**config.mk**
```make
export PLATFORM = sky130hd
export DESIGN_NAME = dsi_pll_calc
export DESIGN_NICKNAME = d
export VERILOG_FILES = /design/src/rtl/dpc_pkg.sv /design/src/rtl/dpc_prediv_scan.sv /design/src/rtl/dpc_seq_mult.sv /design/src/rtl/dpc_seq_div.sv /design/src/rtl/dsi_pll_calc.sv
export SDC_FILE = /design/constraint.sdc
export NUM_CORES = 1
export LEC_CHECK = 0
export BUFFER_PORTS_ARGS = -buffer_cell sky130_fd_sc_hd__buf_2
export CAP_MARGIN = 30
export CORE_MARGIN = 5
export CORE_UTILIZATION = 50
export CTS_CLUSTER_SIZE = 30
export DETAILED_ROUTE_END_ITERATION = 10
export PLACE_DENSITY = 0.66
export REMOVE_ABC_BUFFERS = 1
export SYNTH_ARGS = -nofsm -noshare
export SYNTH_HDL_FRONTEND = slang
export SYNTH_HIERARCHICAL = 1
export SYNTH_SLANG_ARGS = --single-unit
```
**constraint.sdc**
```tcl
create_clock -name clk -period 9.1 [get_ports clk]
set_input_delay 0 -clock clk [delete_from_list [all_inputs] [get_ports clk]]
set_output_delay 0 -clock clk [all_outputs]
set_load 0.01 [all_outputs]
```
**src/rtl/dpc_pkg.sv**
```systemverilog
package dpc_pkg;

    localparam int unsigned PD_W       = 5;
    localparam int unsigned MF_W       = 8;
    localparam int unsigned LPF_W      = 6;
    localparam int unsigned LP_CLK_KHZ = 10000;
    localparam int unsigned LP_BITS    = 8;
    localparam int unsigned LP_DEN     = LP_CLK_KHZ * LP_BITS;

    localparam int unsigned RC3_KBPS = 501000;
    localparam int unsigned RC2_KBPS = 251000;
    localparam int unsigned RC1_KBPS = 126000;

    typedef enum logic [3:0] {
        ST_IDLE,
        ST_SCAN,
        ST_MULA,
        ST_DIVA,
        ST_MULB,
        ST_DIVB,
        ST_DIVC,
        ST_DONE,
        ST_FAULT
    } dpc_state_e;

    function automatic logic [1:0] range_code(input logic [31:0] kbps);
        if (kbps >= RC3_KBPS)      return 2'd3;
        else if (kbps >= RC2_KBPS) return 2'd2;
        else if (kbps >= RC1_KBPS) return 2'd1;
        else                       return 2'd0;
    endfunction

endpackage

```
**src/rtl/dpc_prediv_scan.sv**
```systemverilog
module dpc_prediv_scan #(
    parameter int REF_W   = 20,
    parameter int PD_W    = 5,
    parameter int MIN_KHZ = 5000,
    parameter int PMAX    = 31
) (
    input  logic             clk,
    input  logic             rst_n,
    input  logic             go,
    input  logic [REF_W-1:0] ref_khz,
    output logic             done,
    output logic [PD_W-1:0]  pdiv
);

    localparam int THR_W = $clog2(MIN_KHZ * (PMAX + 2)) + 1;
    localparam int CMP_W = (REF_W > THR_W) ? REF_W : THR_W;

    logic             running;
    logic [PD_W-1:0]  p_q;
    logic [CMP_W-1:0] thr_q;
    logic [CMP_W-1:0] ref_q;
    logic             step_ok;

    assign step_ok = (ref_q >= thr_q) && (p_q < PD_W'(PMAX));
    assign pdiv    = p_q;

    always_ff @(posedge clk) begin
        if (!rst_n) begin
            running <= 1'b0;
            done    <= 1'b0;
            p_q     <= PD_W'(1);
            thr_q   <= '0;
            ref_q   <= '0;
        end else begin
            done <= 1'b0;
            if (go) begin
                running <= 1'b1;
                p_q     <= PD_W'(1);
                thr_q   <= CMP_W'(2 * MIN_KHZ);
                ref_q   <= CMP_W'(ref_khz);
            end else if (running) begin
                if (step_ok) begin
                    p_q   <= p_q + PD_W'(1);
                    thr_q <= thr_q + CMP_W'(MIN_KHZ);
                end else begin
                    running <= 1'b0;
                    done    <= 1'b1;
                end
            end
        end
    end

    // the chosen predivider never exceeds reference / minimum
    p_floor_r2: assert property (@(posedge clk) disable iff (!rst_n)
        done |-> (p_q == PD_W'(1)) ||
                 (ref_q >= CMP_W'(MIN_KHZ) * CMP_W'(p_q)));

    // the search stops only at the clamp or when the next step fails
    p_stop_r2: assert property (@(posedge clk) disable iff (!rst_n)
        done |-> (p_q == PD_W'(PMAX)) ||
                 (ref_q < CMP_W'(MIN_KHZ) * (CMP_W'(p_q) + CMP_W'(1))));

endmodule

```
**src/rtl/dpc_seq_mult.sv**
```systemverilog
module dpc_seq_mult #(
    parameter int A_W = 29,
    parameter int B_W = 8
) (
    input  logic           clk,
    input  logic           rst_n,
    input  logic           go,
    input  logic [A_W-1:0] a,
    input  logic [B_W-1:0] b,
    output logic           done,
    output logic [A_W-1:0] prod
);

    localparam int CNT_W = $clog2(B_W + 1);

    logic             running;
    logic [A_W-1:0]   acc_q;
    logic [A_W-1:0]   ash_q;
    logic [B_W-1:0]   bsh_q;
    logic [CNT_W-1:0] cnt_q;

    assign prod = acc_q;

    always_ff @(posedge clk) begin
        if (!rst_n) begin
            running <= 1'b0;
            done    <= 1'b0;
            acc_q   <= '0;
            ash_q   <= '0;
            bsh_q   <= '0;
            cnt_q   <= '0;
        end else begin
            done <= 1'b0;
            if (go) begin
                running <= 1'b1;
                acc_q   <= '0;
                ash_q   <= a;
                bsh_q   <= b;
                cnt_q   <= CNT_W'(B_W);
            end else if (running) begin
                if (bsh_q[0]) acc_q <= acc_q + ash_q;
                ash_q <= ash_q << 1;
                bsh_q <= bsh_q >> 1;
                cnt_q <= cnt_q - CNT_W'(1);
                if (cnt_q == CNT_W'(1)) begin
                    running <= 1'b0;
                    done    <= 1'b1;
                end
            end
        end
    end

    // completion of a product is a single-cycle event
    p_mul_pulse_r1: assert property (@(posedge clk) disable iff (!rst_n)
        done |=> !done);

    // a zero multiplicand gives a zero product
    p_mul_zero_r5: assert property (@(posedge clk) disable iff (!rst_n)
        (go && a == '0) |=> (running && acc_q == '0));

endmodule

```
**src/rtl/dpc_seq_div.sv**
```systemverilog
module dpc_seq_div #(
    parameter int DW = 29
) (
    input  logic          clk,
    input  logic          rst_n,
    input  logic          go,
    input  logic [DW-1:0] dividend,
    input  logic [DW-1:0] divisor,
    output logic          done,
    output logic [DW-1:0] quot
);

    localparam int CNT_W = $clog2(DW + 1);

    logic             running;
    logic [DW-1:0]    rem_q;
    logic [DW-1:0]    quo_q;
    logic [DW-1:0]    dvs_q;
    logic [CNT_W-1:0] cnt_q;
    logic [DW:0]      shifted;
    logic [DW+1:0]    diff;

    assign shifted = {rem_q, quo_q[DW-1]};
    assign diff    = {1'b0, shifted} - {2'b00, dvs_q};
    assign quot    = quo_q;

    always_ff @(posedge clk) begin
        if (!rst_n) begin
            running <= 1'b0;
            done    <= 1'b0;
            rem_q   <= '0;
            quo_q   <= '0;
            dvs_q   <= '0;
            cnt_q   <= '0;
        end else begin
            done <= 1'b0;
            if (go) begin
                running <= 1'b1;
                rem_q   <= '0;
                quo_q   <= dividend;
                dvs_q   <= divisor;
                cnt_q   <= CNT_W'(DW);
            end else if (running) begin
                if (diff[DW+1]) begin
                    rem_q <= shifted[DW-1:0];
                    quo_q <= {quo_q[DW-2:0], 1'b0};
                end else begin
                    rem_q <= diff[DW-1:0];
                    quo_q <= {quo_q[DW-2:0], 1'b1};
                end
                cnt_q <= cnt_q - CNT_W'(1);
                if (cnt_q == CNT_W'(1)) begin
                    running <= 1'b0;
                    done    <= 1'b1;
                end
            end
        end
    end

    // no division is ever launched with a zero divisor
    p_div_nz_r8: assert property (@(posedge clk) disable iff (!rst_n)
        go |-> divisor != '0);

    // the partial remainder stays below the divisor
    p_rem_bound_r3: assert property (@(posedge clk) disable iff (!rst_n)
        running |-> rem_q < dvs_q);

endmodule

```
**src/rtl/dsi_pll_calc.sv**
```systemverilog
module dsi_pll_calc #(
    parameter int REF_W      = 20,
    parameter int RATE_W     = 20,
    parameter int MIN_IF_KHZ = 5000,
    parameter int PDIV_MAX   = 31
) (
    input  logic                clk,
    input  logic                rst_n,
    input  logic                start,
    input  logic [REF_W-1:0]    ref_khz,
    input  logic [RATE_W-1:0]   rate_kbps,
    output logic                busy,
    output logic                done,
    output logic                err,
    output logic                ovf,
    output logic [15:0]         cfg_word,
    output logic [REF_W+7:0]    pll_kbps,
    output logic [5:0]          lp_div_field
);

    import dpc_pkg::*;

    localparam int PLL_W = REF_W + MF_W;
    localparam int PROD1 = RATE_W + PD_W + 1;
    localparam int DW    = ((PROD1 > PLL_W) ? PROD1 : PLL_W) + 1;

    dpc_state_e state, nxt;

    logic [REF_W-1:0]  ref_q;
    logic [RATE_W-1:0] rate_q;
    logic [PD_W-1:0]   pd_q;
    logic [MF_W-1:0]   mf_q;
    logic              ovf_q;
    logic [PLL_W-1:0]  pll_q;

    logic [15:0]       res_word;
    logic [PLL_W-1:0]  res_pll;
    logic [LPF_W-1:0]  res_lp;
    logic              res_ovf;
    logic              res_err;

    logic              scan_go, scan_done;
    logic [PD_W-1:0]   scan_p;
    logic              mul_go, mul_done;
    logic [DW-1:0]     mul_a, mul_prod;
    logic [MF_W-1:0]   mul_b;
    logic              div_go, div_done;
    logic [DW-1:0]     div_n, div_d, div_q;

    logic              m_big;
    logic [MF_W-1:0]   m_sat;
    logic [MF_W-1:0]   m_eff;
    logic              accept;

    assign accept = (state == ST_IDLE) && start;
    assign scan_go = accept && (ref_khz != '0);

    dpc_prediv_scan #(
        .REF_W  (REF_W),
        .PD_W   (PD_W),
        .MIN_KHZ(MIN_IF_KHZ),
        .PMAX   (PDIV_MAX)
    ) u_scan (
        .clk    (clk),
        .rst_n  (rst_n),
        .go     (scan_go),
        .ref_khz(ref_khz),
        .done   (scan_done),
        .pdiv   (scan_p)
    );

    dpc_seq_mult #(
        .A_W(DW),
        .B_W(MF_W)
    ) u_mult (
        .clk  (clk),
        .rst_n(rst_n),
        .go   (mul_go),
        .a    (mul_a),
        .b    (mul_b),
        .done (mul_done),
        .prod (mul_prod)
    );

    dpc_seq_div #(
        .DW(DW)
    ) u_div (
        .clk     (clk),
        .rst_n   (rst_n),
        .go      (div_go),
        .dividend(div_n),
        .divisor (div_d),
        .done    (div_done),
        .quot    (div_q)
    );

    // multiplier field saturation and zero substitution
    always_comb begin
        m_big = div_q > DW'(255);
        m_sat = m_big ? 8'hFF : div_q[MF_W-1:0];
        m_eff = (m_sat == '0) ? MF_W'(1) : m_sat;
    end

    // operand routing and launch of the shared arithmetic units
    always_comb begin
        mul_go = 1'b0;
        mul_a  = '0;
        mul_b  = '0;
        div_go = 1'b0;
        div_n  = '0;
        div_d  = '0;
        unique case (state)
            ST_SCAN: if (scan_done) begin
                mul_go = 1'b1;
                mul_a  = DW'(rate_q);
                mul_b  = MF_W'(scan_p);
            end
            ST_MULA: if (mul_done) begin
                div_go = 1'b1;
                div_n  = mul_prod + DW'(ref_q) - DW'(1);
                div_d  = DW'(ref_q);
            end
            ST_DIVA: if (div_done) begin
                mul_go = 1'b1;
                mul_a  = DW'(ref_q);
                mul_b  = m_eff;
            end
            ST_MULB: if (mul_done) begin
                div_go = 1'b1;
                div_n  = mul_prod;
                div_d  = DW'(pd_q);
            end
            ST_DIVB: if (div_done) begin
                div_go = 1'b1;
                div_n  = div_q + DW'(LP_DEN - 1);
                div_d  = DW'(LP_DEN);
            end
            default: ;
        endcase
    end

    // next-state decision
    always_comb begin
        nxt = state;
        unique case (state)
            ST_IDLE:  if (start) nxt = (ref_khz == '0) ? ST_FAULT : ST_SCAN;
            ST_SCAN:  if (scan_done) nxt = ST_MULA;
            ST_MULA:  if (mul_done)  nxt = ST_DIVA;
            ST_DIVA:  if (div_done)  nxt = ST_MULB;
            ST_MULB:  if (mul_done)  nxt = ST_DIVB;
            ST_DIVB:  if (div_done)  nxt = ST_DIVC;
            ST_DIVC:  if (div_done)  nxt = ST_DONE;
            ST_DONE:  nxt = ST_IDLE;
            ST_FAULT: nxt = ST_IDLE;
            default:  nxt = ST_IDLE;
        endcase
    end

    // state register
    always_ff @(posedge clk) begin
        if (!rst_n) state <= ST_IDLE;
        else        state <= nxt;
    end

    // datapath and result registers
    always_ff @(posedge clk) begin
        if (!rst_n) begin
            ref_q    <= '0;
            rate_q   <= '0;
            pd_q     <= PD_W'(1);
            mf_q     <= '0;
            ovf_q    <= 1'b0;
            pll_q    <= '0;
            res_word <= '0;
            res_pll  <= '0;
            res_lp   <= '0;
            res_ovf  <= 1'b0;
            res_err  <= 1'b0;
        end else begin
            if (accept) begin
                ref_q  <= ref_khz;
                rate_q <= rate_kbps;
                if (ref_khz == '0) begin
                    res_word <= '0;
                    res_pll  <= '0;
                    res_lp   <= '0;
                    res_ovf  <= 1'b0;
                    res_err  <= 1'b1;
                end
            end
            if (state == ST_SCAN && scan_done) pd_q <= scan_p;
            if (state == ST_DIVA && div_done) begin
                mf_q  <= m_sat;
                ovf_q <= m_big;
            end
            if (state == ST_DIVB && div_done) pll_q <= div_q[PLL_W-1:0];
            if (state == ST_DIVC && div_done) begin
                res_word <= {range_code(32'(pll_q)), 1'b0, pd_q, mf_q};
                res_pll  <= pll_q;
                res_lp   <= div_q[LPF_W-1:0] - LPF_W'(1);
                res_ovf  <= ovf_q;
                res_err  <= 1'b0;
            end
        end
    end

    // output decode
    always_comb begin
        busy         = (state != ST_IDLE) && (state != ST_DONE) &&
                       (state != ST_FAULT);
        done         = (state == ST_DONE) || (state == ST_FAULT);
        err          = res_err;
        ovf          = res_ovf;
        cfg_word     = res_word;
        pll_kbps     = res_pll;
        lp_div_field = res_lp;
    end

    // busy and done are never high together
    p_excl_r1: assert property (@(posedge clk) disable iff (!rst_n)
        !(busy && done));

    // an accepted nonzero request raises busy on the next cycle
    p_start_busy_r1: assert property (@(posedge clk) disable iff (!rst_n)
        (start && !busy && !done && ref_khz != '0) |=> busy);

    // a saturated multiplier shows as 255 in the field
    p_sat_r4: assert property (@(posedge clk) disable iff (!rst_n)
        (done && ovf) |-> cfg_word[7:0] == 8'hFF);

    // a rejected request leaves cleared results
    p_fault_r8: assert property (@(posedge clk) disable iff (!rst_n)
        (done && err) |-> (cfg_word == '0 && pll_kbps == '0 && !ovf));

    // a finished run never carries a zero predivider
    p_pdiv_nz_r2: assert property (@(posedge clk) disable iff (!rst_n)
        (done && !err) |-> cfg_word[12:8] != '0);

    // top range code whenever the rate reaches the top threshold
    p_range_top_r6: assert property (@(posedge clk) disable iff (!rst_n)
        (done && !err && pll_kbps >= PLL_W'(RC3_KBPS)) |-> cfg_word[15:14] == 2'd3);

    // results hold while idle without a request
    p_hold_r9: assert property (@(posedge clk) disable iff (!rst_n)
        (!start && !busy && !done) |=> $stable(cfg_word) && $stable(pll_kbps));

endmodule

```
# Word-level counts from Yosys, hierarchy flattened
# Cells that the tools add are included.
# W data, S select, Z words.
# totals
reg_bits	350
in_bits	43
out_inout_bits	54
elab_cells	178
# classes
addsub	10
order_cmp	6
eq_ne	19
n_mux	72
bitwise	4
reduce_logical	35
# op_table
op	count
$mux W29	8
$pmux W29 S3	1
$mux W28	3
$mux W20	3
$pmux W20 S3	1
$mux W16	3
$mux W14	3
$mux W4	10
$mux W8	5
$pmux W20 S2	1
$sub A30 B29 Y31	1
$add A29 B17 Y29 const B	1
$add A29 B20 Y29	1
$add A29 B29 Y29	1
$gt A29 B8 Y1 const B	1
$sub A29 B1 Y29 const B	1
$ge A28 B17 Y1 const B	1
$ge A28 B18 Y1 const B	1
$ge A28 B19 Y1 const B	1
$pmux W4 S7	1
$add A20 B13 Y20 const B	1
$ge A20 B20 Y1	1
$logic_not A20 Y1	1
$mux W1	20
32 further kinds	75

# Longest topological paths before layout
# Gate-level depths: netlist of run 1.
# depth
depth_word	7
depth_mapped	17
ltp_nobuf	17

# By module
# The synthesis of run 1 kept the hierarchy.
# by_module_without_submodules
module	instances	cells_per_inst	area_each_um2	seq_area_each_um2
dsi_pll_calc	1	1216	8573.2	2742.6
dpc_seq_div	1	673	5666.7	1881.8
dpc_seq_mult	1	538	4425.5	1441.4
dpc_prediv_scan	1	260	2327.2	880.8

# Worst setup path before layout of run 1
# No wires, ideal clock.
# synth_timing
kind	reg2reg
startpoint	register u_mult.acc_q[1], in the netlist u_mult/prod[1]
endpoint	register u_div.quo_q[25], in the netlist u_div/quot[25]
setup_time_ns	0.115
arrival_time_ns	3.157
required_time_ns	8.985
slack_ns	5.828
path_stages_with_launch	18
n_path_buf	0
synth_period_minus_slack_ns	3.272
path_cell_list	dfxtp_1 -> inv_1 -> ha_1 -> inv_1 -> ha_1 -> fa_1 -> a211oi_1 -> nor2_1 -> o211ai_1 -> nand3b_1 -> a41o_1 -> a221oi_2 -> a21oi_1 -> xnor2_1 -> o21ai_0 -> nand2_1 -> o21ai_0 -> and2_1
# synth_via
elab_chain_len	5
# synth_rtl
element	line_no	source
start: declaration	dpc_seq_mult.sv:17	logic [A_W-1:0] acc_q;
start signal: assignment	dpc_seq_mult.sv:41	if (bsh_q[0]) acc_q <= acc_q + ash_q;
$add A29 B20 Y29	dsi_pll_calc.sv:120	div_n = mul_prod + DW'(ref_q) - DW'(1);
$sub A29 B1 Y29	dsi_pll_calc.sv:120	
$mux W29	dsi_pll_calc.sv:118	ST_MULA: if (mul_done) begin
$pmux W29 S3	dsi_pll_calc.sv:112	unique case (state)
named net div_n[25]	dsi_pll_calc.sv:48	logic [DW-1:0] div_n, div_d, div_q;
$mux W29	dpc_seq_div.sv:37	if (go) begin
end signal: assignment	dpc_seq_div.sv:40	quo_q <= dividend;
end signal: assignment	dpc_seq_div.sv:46	quo_q <= {quo_q[DW-2:0], 1'b0};
end signal: assignment	dpc_seq_div.sv:49	quo_q <= {quo_q[DW-2:0], 1'b1};
end: declaration	dpc_seq_div.sv:17	logic [DW-1:0] quo_q;
# The timed path passes the listed nets, and every way through them passes these cells.
# A chain may end at the register's enable or synchronous reset.

# Final worst setup path of run 1
# Ends and elaborated chain as after synthesis.

==> results of run 1 <==
[synthesized netlist by cell type, drive strengths merged, types with 5 or more instances]
cell type and n:
o21a 20, or3 13, and4 7, nor2b 48, buf 21, o21ai 199, mux2i 138, a41oi 6
nand3 82, nor4 20, a22oi 19, a31o 15, a21boi 5, nor2 153, xnor2 59, a21o 43
or2 6, o221ai 8, o211ai 14, o31a 7, and3 20, a211oi 23, clkbuf 137, and2 72
o21bai 13, nand2 412, a41o 6, a221oi 7, nand2b 13, o31ai 8, ha 129, nand4 33
a31oi 26, a22o 6, a21oi 252, dfxtp 347, nor3 33, inv 176, xor2 37
[critical path: cells and delay by family (launching register included)]
kind / cells / cell delay [ns]
flops: 1 / 0.43
fa+ha+maj: 3 / 0.93
buf+inv: 2 / 0.11
simple gates: 4 / 0.54
xor+xnor: 1 / 0.14
compound gates: 7 / 1.49
[timing repair]
item / CTS / global route
setup endpoints to repair: 0 / 0
endpoints found under the hold margin: 60 / 0
hold buffers: 40 / 0
[state kept, by name (all words and copies together), names as in the netlist, 28 cells and up]
register,cells
pll_kbps,28
pll_q,28
u_div/dvs_q,29
u_div/quot,29
u_div/rem_q,29
u_mult/ash_q,29
u_mult/prod,29
[stage by stage]
stage | util, % | total power, mW | worst slack, ns | instance area [um2]
2_1_floorplan | - | 1.878 | 3.890 | 20400
3_3_place_gp | 52.11 | 1.983 | 5.402 | 21760
3_5_place_dp | 52.28 | 1.990 | 5.398 | 21830
4_1_cts | 56.66 | 3.750 | 5.387 | 23660
5_1_grt | 56.66 | 3.866 | 4.999 | 23660
6_report | 56.66 | 3.717 | 5.344 | 23660
[metal layers]
metal / routed length, um / vias to the layer above / share of wire (%)
met5: 0 / - / 0
met4: 2331 / 0 / 4.0
met3: 2996 / 133 / 5.2
met2: 26080 / 532 / 45
met1: 26710 / 9046 / 46
li1: - / 9465 / -
[placed cells by master (no fill, tap or decap), types with 13 or more instances in the layout]
master,instances
dfxtp_1,345
o21bai_1,13
nand3_1,80
nor2_1,152
o21ai_0,189
a21o_1,43
a31o_2,15
inv_1,175
ha_1,129
a21oi_1,250
nand4_1,33
xor2_1,37
o21a_1,20
o211ai_1,14
nor2b_1,47
xnor2_1,59
and2_1,72
a211oi_1,22
nand2b_1,13
mux2i_1,138
a22oi_1,18
nor4_1,18
nand2_1,409
conb_1,19
nor3_1,30
and3_1,20
dlygate4sd3_1,40
a31oi_1,22
buf_4,23
clkbuf_16,43
buf_2,95
[area by class of cell]
cell class                      count  area (um2)  area share [%]
Clock inverter                     20       260.3           1.100
Tap cell                          539       674.4           2.850
Sequential cell                   347        6952           29.38
Inverter                          177       666.9           2.818
Multi-Input combinational cell   2023       12830           54.21
Clock buffer                       55        1171           4.949
Timing Repair Buffer              161        1111           4.696
[kinds of logic after synthesis]
logic type               count (synthesis)  share of synthesized area (%)
XOR/XNOR                                96                          4.005
flip-flops                             347                          33.09
adder cells (fa/ha/maj)                132                          7.975
other                                    1                        0.01786
buffers and inverters                  335                          6.306
multiplexers                           139                          6.634
AND/OR/NAND/NOR                        929                          20.72
AO/OA/AOI/OAI                          708                          21.25
[worst paths after layout]
check                endpoint  slack, ns  cells past startpoint
max reg2reg    u_div/quot[25]       5.34                     17
min          u_scan/thr_q[13]       0.08                      3
min reg2reg       pll_kbps[2]       0.45                      2
max            u_div/quot[25]       5.34                     17
[power by group]
part / switching (mW) / internal (mW)
sequential: 0.0229 / 1.55
combinational: 0.243 / 0.163
clock: 0.665 / 1.07
total: 0.932 / 2.79
==> results.json, run 1 <==
{
  "outcome": "completed",
  "final_nets": 2926,
  "period_minus_slack_ns": 3.756,
  "drt-initial-drc-count": 1444,
  "cp_slowest_cell": "fa_1",
  "firstDrtPassIters": 6,
  "synth_warnings": 6,
  "hpwl_um": 41550,
  "clk_latency_ns": 0.57,
  "cts_tree": "built",
  "cp_max_fo": 5,
  "r2r_start": "u_mult/prod[1]",
  "overflow": 0,
  "synth_top_area_cell": "dfxtp_1",
  "min_from": "rst_n",
  "max_freq_mhz": 266.3,
  "hold_class": "input port to flop",
  "cp_cell_sequence": "inv_1 -> ha_1 -> inv_1 -> ha_1 -> fa_1 -> a211oi_1 -> nor2_1 -> o211ai_1 -> nand3b_1 -> a41o_1 -> a221oi_2 -> a21oi_1 -> xnor2_1 -> o21ai_0 -> nand2_1 -> o21ai_0 -> and2_1",
  "nFillCells": 3845,
  "async_flop_share_pct": 0,
  "final_antenna_net_count": 0,
  "cp-start-kind": "flop",
  "synth_top_area_share_pct": 33.09,
  "met1_usage_pct": 32.60,
  "rows": 75,
  "cts.clk_slew.worst_paths_ns": 0.06,
  "grt_max_degree": 86,
  "io_buffers": 95,
  "area.growth.synth_to_final_pct": 12.71,
  "h-tree-depth": 2,
  "slew_headroom_pct": 35.18,
  "power.leakage_nw": 9.545,
  "grt_pass1_wl_um": 93950,
  "routabilityCongestion": 0.9457,
  "met3_usage_pct": 3.842,
  "ir_drop_mv": 0.1366,
  "initial_core_util_pct": 50.27,
  "tns_ns": 0,
  "grtUsageMet2_pct": 39.18,
  "worstMarginPinSlew_ns": 0.9723,
  "ys_seq_area_share_pct": 33.09,
  "die_w_um": 214.9,
  "wire_per_inst_um": 17.50,
  "dpl.cell_count": 3207,
  "cts_buffer_depth": 3,
  "ctsResizeCount": 0,
  "antenna_found_initial": 0,
  "synthCells": 2687,
  "grt_busiest_layer": "met2",
  "synth_area_leaders": "dfxtp_1 33%, ha_1 7.7%, nand2_1 7.4%, mux2i_1 6.6%, a21oi_1 6.0%",
  "synth.cell_area_um2": 20990,
  "tritoncts.num_buffers": 41,
  "cp.arrival_ns": 4.21,
  "ys_types": 98,
  "required_ns": 9.56,
  "synthFlopType": "dfxtp_1",
  "slowest_delay_ns": 0.44,
  "core_um2": 41760,
  "rsz0062_at_grt": "no",
  "vias": 19180,
  "drv_cap": 0,
  "routed_via_density": 5.772,
  "die_y_um": 214.9,
  "cts_setup_buffers": 0,
  "syn_area_per_cell_um2": 7.813,
  "fin_crit_sh_pct": 41.27,
  "synth-edff-count": 0,
  "setup_viol": 0,
  "ys_ff_latch": 347,
  "track_usage_pct": 24.23,
  "drive_gt1_share_pct": 9.055,
  "critPathCaptureType": "flop",
  "p_per_area_nw_per_um2": 157.1,
  "finalHoldViolCount": 0,
  "crit_type": "flop to flop",
  "clock_skew_ns": 0.01232,
  "instances_no_fill": 3322,
  "hold_slack_ns": 0.07939,
  "critPathLaunch": "u_mult/prod[1]",
  "diodes": 0,
  "ioPinCount": 97,
  "drc": 0,
  "final-max-slew-violation-count": 0,
  "first_global_vias": 18180,
  "cts.sinks": 347,
  "drt-total-wl_um": 58120,
  "die_area_um2": 46180,
  "root_buffer": "clkbuf_16"
}
Note: power is estimated with default switching activity, not from simulation.
==> inputs of run 2 (changes only) <==
clock period = 3.55 ns   (was 9.1 ns; I/O delays follow)
==> results.json, run 2 (synthesis gave the netlist of run 1 again) <==
{
  "drt-initial-drc-count": 1676,
  "hpwl_um": 45270,
  "drv_cap": 0,
  "slowest_delay_ns": 0.41,
  "route.met2.wl_um": 27680,
  "cts_tree": "built",
  "root_buffer": "clkbuf_16",
  "drive_gt1_share_pct": 11.54,
  "fin_util_pct": 57.71,
  "rows": 75,
  "cp_cell_sequence": "inv_2 -> ha_4 -> inv_2 -> ha_4 -> fa_2 -> a211oi_2 -> nor2_2 -> o211ai_1 -> nand3b_1 -> a41o_1 -> a221oi_2 -> buf_4 -> xor2_1 -> o21ai_1 -> nand2_1 -> o21ai_0 -> and2_1",
  "ioPinCount": 97,
  "cts.clk_slew.worst_paths_ns": 0.06,
  "critPathCaptureType": "flop",
  "io_buffers": 95,
  "firstDrtPassIters": 8,
  "antenna_found_initial": 0,
  "final-max-slew-violation-count": 0,
  "final_antenna_net_count": 0,
  "vias": 19340,
  "die_y_um": 214.9,
  "hold_class": "input port to flop",
  "routed_via_density": 5.719,
  "h-tree-depth": 2,
  "ir_drop_mv": 0.3617,
  "crit_type": "flop to flop",
  "outcome": "completed",
  "cp.arrival_ns": 3.87,
  "cts_buffer_depth": 3,
  "die_area_um2": 46180,
  "period_minus_slack_ns": 3.416,
  "final_common_cell": "nand2_1",
  "dr_wl_met3_um": 4249,
  "top_layer_used": "met4",
  "first_global_vias": 18370,
  "routabilityCongestion": 0.9501,
  "instances_no_fill": 3382,
  "cp_slowest_cell": "fa_2",
  "postPlaceCellArea_um2": 22280,
  "multi_input_area_um2": 12880,
  "p_per_area_nw_per_um2": 388.8,
  "power.leakage_nw": 9.815,
  "area.growth.synth_to_final_pct": 14.79,
  "tritoncts.num_buffers": 40,
  "tns_ns": 0,
  "nFillCells": 3903,
  "regArea_um2": 6959,
  "dpl.cell_count": 3267,
  "cts.sinks": 347,
  "max_freq_mhz": 292.7,
  "overflow": 0,
  "worstMarginPinSlew_ns": 0.8783,
  "wirelength_met1_um": 27710,
  "diodes": 0,
  "clk_latency_ns": 0.57,
  "setup_viol": 0,
  "p_total_mw": 9.370,
  "wire_per_inst_um": 18.24,
  "required_ns": 4.00,
  "rsz0062_at_grt": "yes",
  "clock_skew_ns": 0.01612,
  "layout_common_cells": "409 x nand2_1, 339 x dfxtp_1, 249 x a21oi_1",
  "grt_max_degree": 75,
  "fin_area_um2": 24100,
  "final_nets": 2988,
  "fin_crit_sh_pct": 96.23,
  "slew_headroom_pct": 41.44,
  "cpLargestDelayFamily": "compound AO/OA/AOI/OAI gates",
  "die_w_um": 214.9,
  "drt-total-wl_um": 61680,
  "core_um2": 41760,
  "initial_core_util_pct": 50.27,
  "drc": 0,
  "critPathBufInv": 3,
  "track_usage_pct": 25.75,
  "cp_max_fo": 3,
  "cp-start-kind": "flop",
  "finalHoldViolCount": 0,
  "grt_pass1_wl_um": 98500
}
[run 2: metal layers]
metal | global-route usage (%) | up-vias
met2 | 41.01 | 555
met1 | 35.09 | 9090
li1 | - | 9586
met5 | 0 | -
met4 | 8.546 | 0
met3 | 5.291 | 109
[run 2: timing repair]
action	in CTS	in global routing
pin swaps	3	12
setup endpoints to repair	2	9
endpoints found under the hold margin	60	0
resized for setup	0	22
setup buffers	0	2
hold buffers	41	0
cloned	0	0
[run 2: cell type report]
type                       count  area share (%)
clock buffer                  59           4.912
clock inverter                13          0.6231
inverter                     177           2.767
multi-input combinational   2023           53.45
sequential                   347           28.88
tap                          539           2.799
timing repair buffer         224           6.573
[run 2: worst paths after layout]
| check | slack, ns | start | cells past startpoint | end |
|---|---|---|---|---|
| max reg2reg | 0.13 | ref_q[1] | 17 | u_div/quot[21] |
| max | 0.13 | ref_q[1] | 17 | u_div/quot[21] |
| min | 0.09 | start | 5 | u_scan/thr_q[4] |
| min reg2reg | 0.45 | mf_q[5] | 2 | mf_q[5] |
[run 2: report_power, final]
group | leakage (nW) | internal, mW | total, mW | switching [mW]
registers | 2.81 | 3.97 | 4.03 | 0.0614
logic | 6.35 | 0.471 | 1.14 | 0.669
clock network | 0.660 | 2.53 | 4.20 | 1.67
[run 2: worst min-delay path, cell delays in order]
cell and delay, ns:
buf_2 0.14, nand3_1 0.11, nor2_2 0.07, inv_1 0.17, a21oi_1 0.09
[run 2: through the flow]
stage,setup slack (ns),hold slack [ns]
6_report,0.1340,0.08820
5_1_grt,-0.02212,0.1075
4_1_cts,0.001277,0.05869
3_5_place_dp,-0.004496,0.2461
3_3_place_gp,0.01574,0.2407
2_1_floorplan,-1.660,0.1175
